File: config.mk
export PLATFORM = sky130hd
export DESIGN_NAME = crt_timing_ctrl
export DESIGN_NICKNAME = d
export VERILOG_FILES = /design/src/rtl/crtc_pkg.sv /design/src/rtl/crtc_regs.sv /design/src/rtl/crtc_scan.sv /design/src/rtl/crtc_cursor.sv /design/src/rtl/crt_timing_ctrl.sv
export SDC_FILE = /design/constraint.sdc
export NUM_CORES = 1
export LEC_CHECK = 0
export BUFFER_PORTS_ARGS = -buffer_cell sky130_fd_sc_hd__buf_2
export CAP_MARGIN = 10
export CORE_MARGIN = 1.5
export CORE_UTILIZATION = 50
export CTS_CLUSTER_DIAMETER = 120
export DETAILED_ROUTE_END_ITERATION = 8
export GPL_ROUTABILITY_DRIVEN = 0
export PLACE_DENSITY = 0.67
export SYNTH_ARGS = -nofsm -noshare
export SYNTH_HDL_FRONTEND = slang
export SYNTH_HIERARCHICAL = 1
export SYNTH_SLANG_ARGS = --single-unit
File: constraint.sdc
create_clock -name clk_i -period 2.8 [get_ports clk_i]
set_clock_uncertainty 0.1 [all_clocks]
set_input_delay 0.14 -clock clk_i [delete_from_list [all_inputs] [get_ports clk_i]]
set_output_delay 0.14 -clock clk_i [all_outputs]
set_load 0.005 [all_outputs]
File: src/rtl/crtc_pkg.sv
package crtc_pkg;
  localparam int REG_W    = 8;
  localparam int NUM_REGS = 18;
  localparam int IDX_W    = 5;
  localparam int MA_W     = 14;
  localparam int ROW_W    = 7;
  localparam int RA_W     = 5;
  localparam int SW_W     = 4;

  // register indices
  localparam int IX_HTOT   = 0;
  localparam int IX_HDISP  = 1;
  localparam int IX_HSPOS  = 2;
  localparam int IX_SWID   = 3;
  localparam int IX_VTOT   = 4;
  localparam int IX_VDISP  = 6;
  localparam int IX_VSPOS  = 7;
  localparam int IX_MSCAN  = 9;
  localparam int IX_CSTART = 10;
  localparam int IX_CEND   = 11;
  localparam int IX_SA_HI  = 12;
  localparam int IX_SA_LO  = 13;
  localparam int IX_CA_HI  = 14;
  localparam int IX_CA_LO  = 15;

  typedef enum logic [1:0] {
    CUR_STEADY = 2'd0,
    CUR_HIDDEN = 2'd1,
    CUR_BLINK_FAST = 2'd2,
    CUR_BLINK_SLOW = 2'd3
  } cur_mode_e;

  typedef struct packed {
    logic [REG_W-1:0] h_total;
    logic [REG_W-1:0] h_disp;
    logic [REG_W-1:0] h_sync_pos;
    logic [SW_W-1:0]  h_sync_w;
    logic [SW_W-1:0]  v_sync_w;
    logic [ROW_W-1:0] v_total;
    logic [ROW_W-1:0] v_disp;
    logic [ROW_W-1:0] v_sync_pos;
    logic [RA_W-1:0]  max_scan;
    logic [MA_W-1:0]  start_addr;
  } tim_cfg_t;

  typedef struct packed {
    logic [RA_W-1:0] row_first;
    logic [RA_W-1:0] row_last;
    cur_mode_e       mode;
    logic [MA_W-1:0] addr;
  } cur_cfg_t;
endpackage

File: src/rtl/crtc_regs.sv
module crtc_regs
  import crtc_pkg::*;
(
  input  logic             clk_i,
  input  logic             rst_ni,
  input  logic             wr_i,
  input  logic             rd_data_i,
  input  logic             a0_i,
  input  logic [REG_W-1:0] wdata_i,
  output logic [REG_W-1:0] rdata_o,
  output tim_cfg_t         tim_o,
  output cur_cfg_t         cur_o
);
  logic [IDX_W-1:0]                idx_q;
  logic [NUM_REGS-1:0][REG_W-1:0]  regs_q;
  logic [NUM_REGS-1:0]             hit;
  logic                            idx_valid;
  logic                            wr_data;

  assign idx_valid = idx_q < IDX_W'(NUM_REGS);
  assign wr_data   = wr_i && a0_i;

  for (genvar g = 0; g < NUM_REGS; g++) begin : g_hit
    assign hit[g] = wr_data && (idx_q == IDX_W'(g));
  end

  always_ff @(posedge clk_i or negedge rst_ni) begin
    if (!rst_ni) begin
      idx_q <= '0;
    end else if (wr_i && !a0_i) begin
      idx_q <= wdata_i[IDX_W-1:0];
    end
  end

  always_ff @(posedge clk_i or negedge rst_ni) begin
    if (!rst_ni) begin
      regs_q <= '0;
    end else begin
      for (int i = 0; i < NUM_REGS; i++) begin
        if (hit[i]) regs_q[i] <= wdata_i;
      end
    end
  end

  always_comb begin
    rdata_o = '0;
    for (int i = 0; i < NUM_REGS; i++) begin
      if (rd_data_i && idx_q == IDX_W'(i)) rdata_o = regs_q[i];
    end
  end

  always_comb begin
    tim_o.h_total    = regs_q[IX_HTOT];
    tim_o.h_disp     = regs_q[IX_HDISP];
    tim_o.h_sync_pos = regs_q[IX_HSPOS];
    tim_o.h_sync_w   = regs_q[IX_SWID][SW_W-1:0];
    tim_o.v_sync_w   = regs_q[IX_SWID][REG_W-1:SW_W];
    tim_o.v_total    = regs_q[IX_VTOT][ROW_W-1:0];
    tim_o.v_disp     = regs_q[IX_VDISP][ROW_W-1:0];
    tim_o.v_sync_pos = regs_q[IX_VSPOS][ROW_W-1:0];
    tim_o.max_scan   = regs_q[IX_MSCAN][RA_W-1:0];
    tim_o.start_addr = {regs_q[IX_SA_HI][MA_W-REG_W-1:0], regs_q[IX_SA_LO]};
    cur_o.row_first  = regs_q[IX_CSTART][RA_W-1:0];
    cur_o.row_last   = regs_q[IX_CEND][RA_W-1:0];
    cur_o.mode       = cur_mode_e'(regs_q[IX_CSTART][RA_W+1:RA_W]);
    cur_o.addr       = {regs_q[IX_CA_HI][MA_W-REG_W-1:0], regs_q[IX_CA_LO]};
  end

  // out-of-range data writes leave the bank untouched
  p_ignore_high_r2: assert property (@(posedge clk_i) disable iff (!rst_ni)
    (wr_data && !idx_valid) |=> $stable(regs_q));

  // an index write is visible on the next cycle
  p_index_latch_r1: assert property (@(posedge clk_i) disable iff (!rst_ni)
    (wr_i && !a0_i) |=> idx_q == $past(wdata_i[IDX_W-1:0]));
endmodule

File: src/rtl/crtc_scan.sv
module crtc_scan
  import crtc_pkg::*;
(
  input  logic            clk_i,
  input  logic            rst_ni,
  input  tim_cfg_t        cfg_i,
  output logic [MA_W-1:0] ma_o,
  output logic [RA_W-1:0] ra_o,
  output logic            de_o,
  output logic            hsync_o,
  output logic            vsync_o,
  output logic            frame_end_o
);
  logic [REG_W-1:0] hc_q;
  logic [RA_W-1:0]  ra_q;
  logic [ROW_W-1:0] vc_q;
  logic [MA_W-1:0]  base_q;
  logic             line_end, row_end;
  logic [SW_W:0]    hsw_eff, vsw_eff;

  assign line_end    = hc_q >= cfg_i.h_total;
  assign row_end     = line_end && (ra_q >= cfg_i.max_scan);
  assign frame_end_o = row_end && (vc_q >= cfg_i.v_total);

  always_ff @(posedge clk_i or negedge rst_ni) begin
    if (!rst_ni) begin
      hc_q   <= '0;
      ra_q   <= '0;
      vc_q   <= '0;
      base_q <= '0;
    end else begin
      hc_q <= line_end ? '0 : hc_q + 8'd1;
      if (line_end) ra_q <= row_end ? '0 : ra_q + 5'd1;
      if (row_end) begin
        vc_q   <= frame_end_o ? '0 : vc_q + 7'd1;
        base_q <= frame_end_o ? cfg_i.start_addr : base_q + MA_W'(cfg_i.h_disp);
      end
    end
  end

  // zero width field means the longest pulse
  assign hsw_eff = (cfg_i.h_sync_w == '0) ? 5'd16 : {1'b0, cfg_i.h_sync_w};
  assign vsw_eff = (cfg_i.v_sync_w == '0) ? 5'd16 : {1'b0, cfg_i.v_sync_w};

  assign ma_o    = base_q + MA_W'(hc_q);
  assign ra_o    = ra_q;
  assign de_o    = (hc_q < cfg_i.h_disp) && (vc_q < cfg_i.v_disp);
  assign hsync_o = (hc_q >= cfg_i.h_sync_pos) &&
                   ({1'b0, hc_q} < ({1'b0, cfg_i.h_sync_pos} + 9'(hsw_eff)));
  assign vsync_o = (vc_q == cfg_i.v_sync_pos) && (ra_q < vsw_eff);

  p_hc_wrap_r4: assert property (@(posedge clk_i) disable iff (!rst_ni)
    line_end |=> hc_q == '0);

  p_ma_step_r7: assert property (@(posedge clk_i) disable iff (!rst_ni)
    !line_end |=> ma_o == $past(ma_o) + MA_W'(1));

  p_frame_reload_r7: assert property (@(posedge clk_i) disable iff (!rst_ni)
    frame_end_o |=> ma_o == $past(cfg_i.start_addr));
endmodule

File: src/rtl/crtc_cursor.sv
module crtc_cursor
  import crtc_pkg::*;
#(
  parameter int FAST_LOG2 = 4,
  parameter int SLOW_LOG2 = 5
) (
  input  logic            clk_i,
  input  logic            rst_ni,
  input  cur_cfg_t        cfg_i,
  input  logic            frame_end_i,
  input  logic            de_i,
  input  logic [MA_W-1:0] ma_i,
  input  logic [RA_W-1:0] ra_i,
  output logic            cursor_o
);
  localparam int FRM_W = SLOW_LOG2 + 1;

  logic [FRM_W-1:0] frm_q;
  logic             visible, row_hit;

  always_ff @(posedge clk_i or negedge rst_ni) begin
    if (!rst_ni)          frm_q <= '0;
    else if (frame_end_i) frm_q <= frm_q + FRM_W'(1);
  end

  always_comb begin
    unique case (cfg_i.mode)
      CUR_STEADY:     visible = 1'b1;
      CUR_HIDDEN:     visible = 1'b0;
      CUR_BLINK_FAST: visible = !frm_q[FAST_LOG2];
      default:        visible = !frm_q[SLOW_LOG2];
    endcase
  end

  assign row_hit  = (ra_i >= cfg_i.row_first) && (ra_i <= cfg_i.row_last);
  assign cursor_o = de_i && visible && row_hit && (ma_i == cfg_i.addr);

  p_cursor_in_de_r8: assert property (@(posedge clk_i) disable iff (!rst_ni)
    cursor_o |-> de_i);

  p_hidden_r9: assert property (@(posedge clk_i) disable iff (!rst_ni)
    (cfg_i.mode == CUR_HIDDEN) |-> !cursor_o);

  p_frame_count_r9: assert property (@(posedge clk_i) disable iff (!rst_ni)
    frame_end_i |=> frm_q == $past(frm_q) + FRM_W'(1));
endmodule

File: src/rtl/crt_timing_ctrl.sv
module crt_timing_ctrl
  import crtc_pkg::*;
#(
  parameter int CUR_FAST_LOG2 = 4,
  parameter int CUR_SLOW_LOG2 = 5
) (
  input  logic        clk_i,
  input  logic        rst_ni,
  input  logic        cs_i,
  input  logic        we_i,
  input  logic        a0_i,
  input  logic [7:0]  wdata_i,
  output logic [7:0]  rdata_o,
  output logic        hsync_o,
  output logic        vsync_o,
  output logic        de_o,
  output logic [13:0] ma_o,
  output logic [4:0]  ra_o,
  output logic        cursor_o
);
  tim_cfg_t tim;
  cur_cfg_t cur;
  logic     frame_end;
  logic     wr, rd_data;

  assign wr      = cs_i && we_i;
  assign rd_data = cs_i && !we_i && a0_i;

  crtc_regs u_regs (
    .clk_i     (clk_i),
    .rst_ni    (rst_ni),
    .wr_i      (wr),
    .rd_data_i (rd_data),
    .a0_i      (a0_i),
    .wdata_i   (wdata_i),
    .rdata_o   (rdata_o),
    .tim_o     (tim),
    .cur_o     (cur)
  );

  crtc_scan u_scan (
    .clk_i       (clk_i),
    .rst_ni      (rst_ni),
    .cfg_i       (tim),
    .ma_o        (ma_o),
    .ra_o        (ra_o),
    .de_o        (de_o),
    .hsync_o     (hsync_o),
    .vsync_o     (vsync_o),
    .frame_end_o (frame_end)
  );

  crtc_cursor #(
    .FAST_LOG2 (CUR_FAST_LOG2),
    .SLOW_LOG2 (CUR_SLOW_LOG2)
  ) u_cursor (
    .clk_i       (clk_i),
    .rst_ni      (rst_ni),
    .cfg_i       (cur),
    .frame_end_i (frame_end),
    .de_i        (de_o),
    .ma_i        (ma_o),
    .ra_i        (ra_o),
    .cursor_o    (cursor_o)
  );
endmodule

==> impl_metrics.ini <==
[floorplanning]
start_util = 0.512
dieHeight_um = 164
die-area_mm2 = 0.0269
fp.dieW_um = 164
rows = 58
ios = 44
fp.coreArea_mm2 = 0.0253

[yosys]
avgSynthCellArea_um2 = 10.4
yosysUniqueCellTypes = 96
synth_edf_count = 0
async_flop_share = 1.00
synthFlopType = dfrtp_1
ys_seq_area_frac = 0.364
netlist_area_mm2 = 0.0130
netlist.area_leader.share = 0.364
syn-instance-count = 1244
syn_nets = 1347
synth_area_leaders = dfrtp_1 36%, mux2_2 13%, ha_1 8.4%
synth_top_area_cell = dfrtp_1
ys_ff_latch = 189
synth_warnings = 6

[detailed_routing]
drtPass1Iterations = 7
routedWlPerCell_um = 22.6
vias = 10100
antenna_left = 0
dr.first_iter.drc_count = 1029
via_per_inst = 6.10
drc_errors = 0
drt-total-wl_um = 37400

[placed_design]
dpl.hpwl_um = 27500
port_buffers = 43
dp_slack_ps = -683
place_inst = 1600

[clock_network]
numCtsBuffers = 17
clkTransAtPathRegs_ps = 80
cts_tree = yes
cts_root_buffer = clkbuf_16
h-tree-depth = 4
cts.sink_count = 189
insertion_delay_ps = 450
clk_path_buf_depth = 2

[layout]
fin_cells = 1653
nets = 1413
fin_util = 0.581
nFillCells = 2139
syn2layout_area_growth_pct = 13.4
antenna_cells = 0
drive_gt1_frac = 0.364

[global_route]
grt_max_degree = 79
groute.usage.overall = 0.287
antenna_found_initial = 0
first_global_vias = 9783
grt-ovfl-total = 0
grt_pass1_wl_um = 57300

[sta]
worst_pin_slew_ps = 661
worst_slack_ps = -909
slew_headroom = 0.560
rsz0062_at_grt = yes
fmax_mhz = 270
setup_violations = 4
finalHoldViolations = 0
drv_slew = 0
post-route-period-util = 1.32
fin_crit_ps = 3710

[pwr]
p_per_area_mw_per_mm2 = 887
peakVddDrop_uv = 433
p_leak_nw = 7.02
power_mw = 13.0

[job]
cap_violations = 0

[critical_path]
crit_slowest_cell = or4_4
worstSetupPathType = register to output pin
crit_required_ps = 2560
crit_chain = ha_4, a21o_1, a22o_4, nor4_4, o31ai_2, nand2_1, xnor2_2, xnor2_1, nand4_1, or4_4, a2111oi_4, buf_2
cp-start-kind = register
critical_path.top_delay_family = simple AND/OR/NAND/NOR gates
cp.arrival_ps = 3470
cp_max_fo = 4
critPathCaptureType = output pin
critPathBufInv = 1
cpPeakStageDelay_ps = 640

[hold_path]
hold_path_class = primary input to register

[run_status]
violations = negative setup slack
status = complete, but fails checks
## power breakdown
group | leakage (nW) | switching [mW] | internal, mW | total [mW]
logic | 4.22 | 3.36 | 3.14 | 6.50
clock network | 0.296 | 1.17 | 1.35 | 2.52
registers | 2.50 | 0.649 | 3.37 | 4.02
## sequential cells by signal, indices dropped and copies added (netlist names)
name	flops
u_scan/base_q	14
u_scan/vc_q	7
u_regs/cur_o	26
u_regs/tim_o	72
u_scan/hc_q	8
u_regs/regs_q	46
u_cursor/frm_q	6
u_regs/idx_q	5
u_scan/ra_o	5
## stage by stage
stage | cell area (µm²) | hold WS (ps) | setup TNS [ps]
after global routing | 14700 | 68.4 | -2180
after detailed placement | 13700 | 112 | -883
after global placement | 13700 | 110 | -778
final | 14700 | 58.1 | -1460
after CTS | 14500 | 31.0 | -1770
after floorplan | 13100 | -256 | -222
## placed cells by master (no fill, tap or decap), types with 8 or more instances in the layout
cell,instances
nor3_1,9
buf_2,40
nand3_1,29
and3_1,9
mux2i_1,19
ha_1,81
nor2_1,45
mux2_2,150
o21ai_1,19
buf_4,150
xor2_1,18
nand2b_1,13
o21a_1,12
dfrtp_1,181
nor2b_1,8
o22ai_1,8
nand2_1,61
nand4_1,10
a21o_1,17
nor3_4,9
o21ai_0,39
clkbuf_16,17
a21oi_1,48
inv_1,72
xnor2_1,29
and2_1,10
## kinds of logic (layout without fill, tap and decap cells)
family / Yosys count / in the layout / synth area share
adder cells (fa/ha/maj): 90 / 90 / 0.0885
AO/OA/AOI/OAI: 245 / 245 / 0.130
flip-flops: 189 / 189 / 0.364
AND/OR/NAND/NOR: 258 / 258 / 0.117
XOR/XNOR: 53 / 53 / 0.0358
buffers and inverters: 230 / 309 / 0.103
multiplexers: 179 / 179 / 0.161
## final cells by class
class	instances	area, µm²	area share
Sequential cell	189	4740	0.322
Inverter	76	287	0.0195
Timing Repair Buffer	201	1490	0.101
Multi-Input combinational cell	825	7190	0.488
Tap cell	330	413	0.0281
Clock inverter	15	175	0.0119
Clock buffer	17	425	0.0289
## synthesized netlist by cell type (12+ instances only)
master and n:
dfrtp_1 189, mux2_2 150, buf_4 104, ha_1 87
inv_1 74, nand2_1 62, a21oi_1 52, nor2_1 49
o21ai_0 44, xnor2_1 34, nand3_1 30, buf_2 21
mux2i_1 19, xor2_1 19, a21o_1 17, clkbuf_1 16
o21ai_1 15, nand2b_1 13, o21a_1 12
## worst paths after layout
| check | start | cells after the start | end | slack [ps] |
|---|---|---|---|---|
| max | u_scan/hc_q[1] | 12 | cursor_o | -910 |
| min | wdata_i[7] | 3 | u_regs/regs_q[87] | 60 |
| max reg2reg | u_scan/hc_q[6] | 10 | u_cursor/frm_q[1] | 90 |
| min reg2reg | u_cursor/frm_q[5] | 1 | u_cursor/frm_q[5] | 380 |
| max in group asynchronous | rst_ni | 3 | u_regs/cur_o[13] | 1590 |
| min in group asynchronous | rst_ni | 2 | u_regs/tim_o[44] | 180 |
## worst min-delay path: cells and delay by family
kind,cells,cell delay (ps)
buffers and inverters,1,240
AOI/OAI and AO/OA,1,70
and+or+nand+nor,1,100
## per-layer routing
layer / part of all wire / vias to the layer above / GRT usage
li1: - / 4523 / -
met1: 0.44 / 4995 / 0.398
met2: 0.45 / 461 / 0.435
met3: 0.072 / 103 / 0.0548
met4: 0.042 / 0 / 0.125
met5: 0 / - / 0
## what timing repair did
item,4_1_cts,5_1_grt
resized for setup,23,35
hold buffers,1,0
cloned,0,0
buffers inserted,9,15
endpoints found under the hold margin,74,0
endpoints found under the setup margin,16,32
pin swaps,9,19
Note: power is estimated with default switching activity, not from simulation.
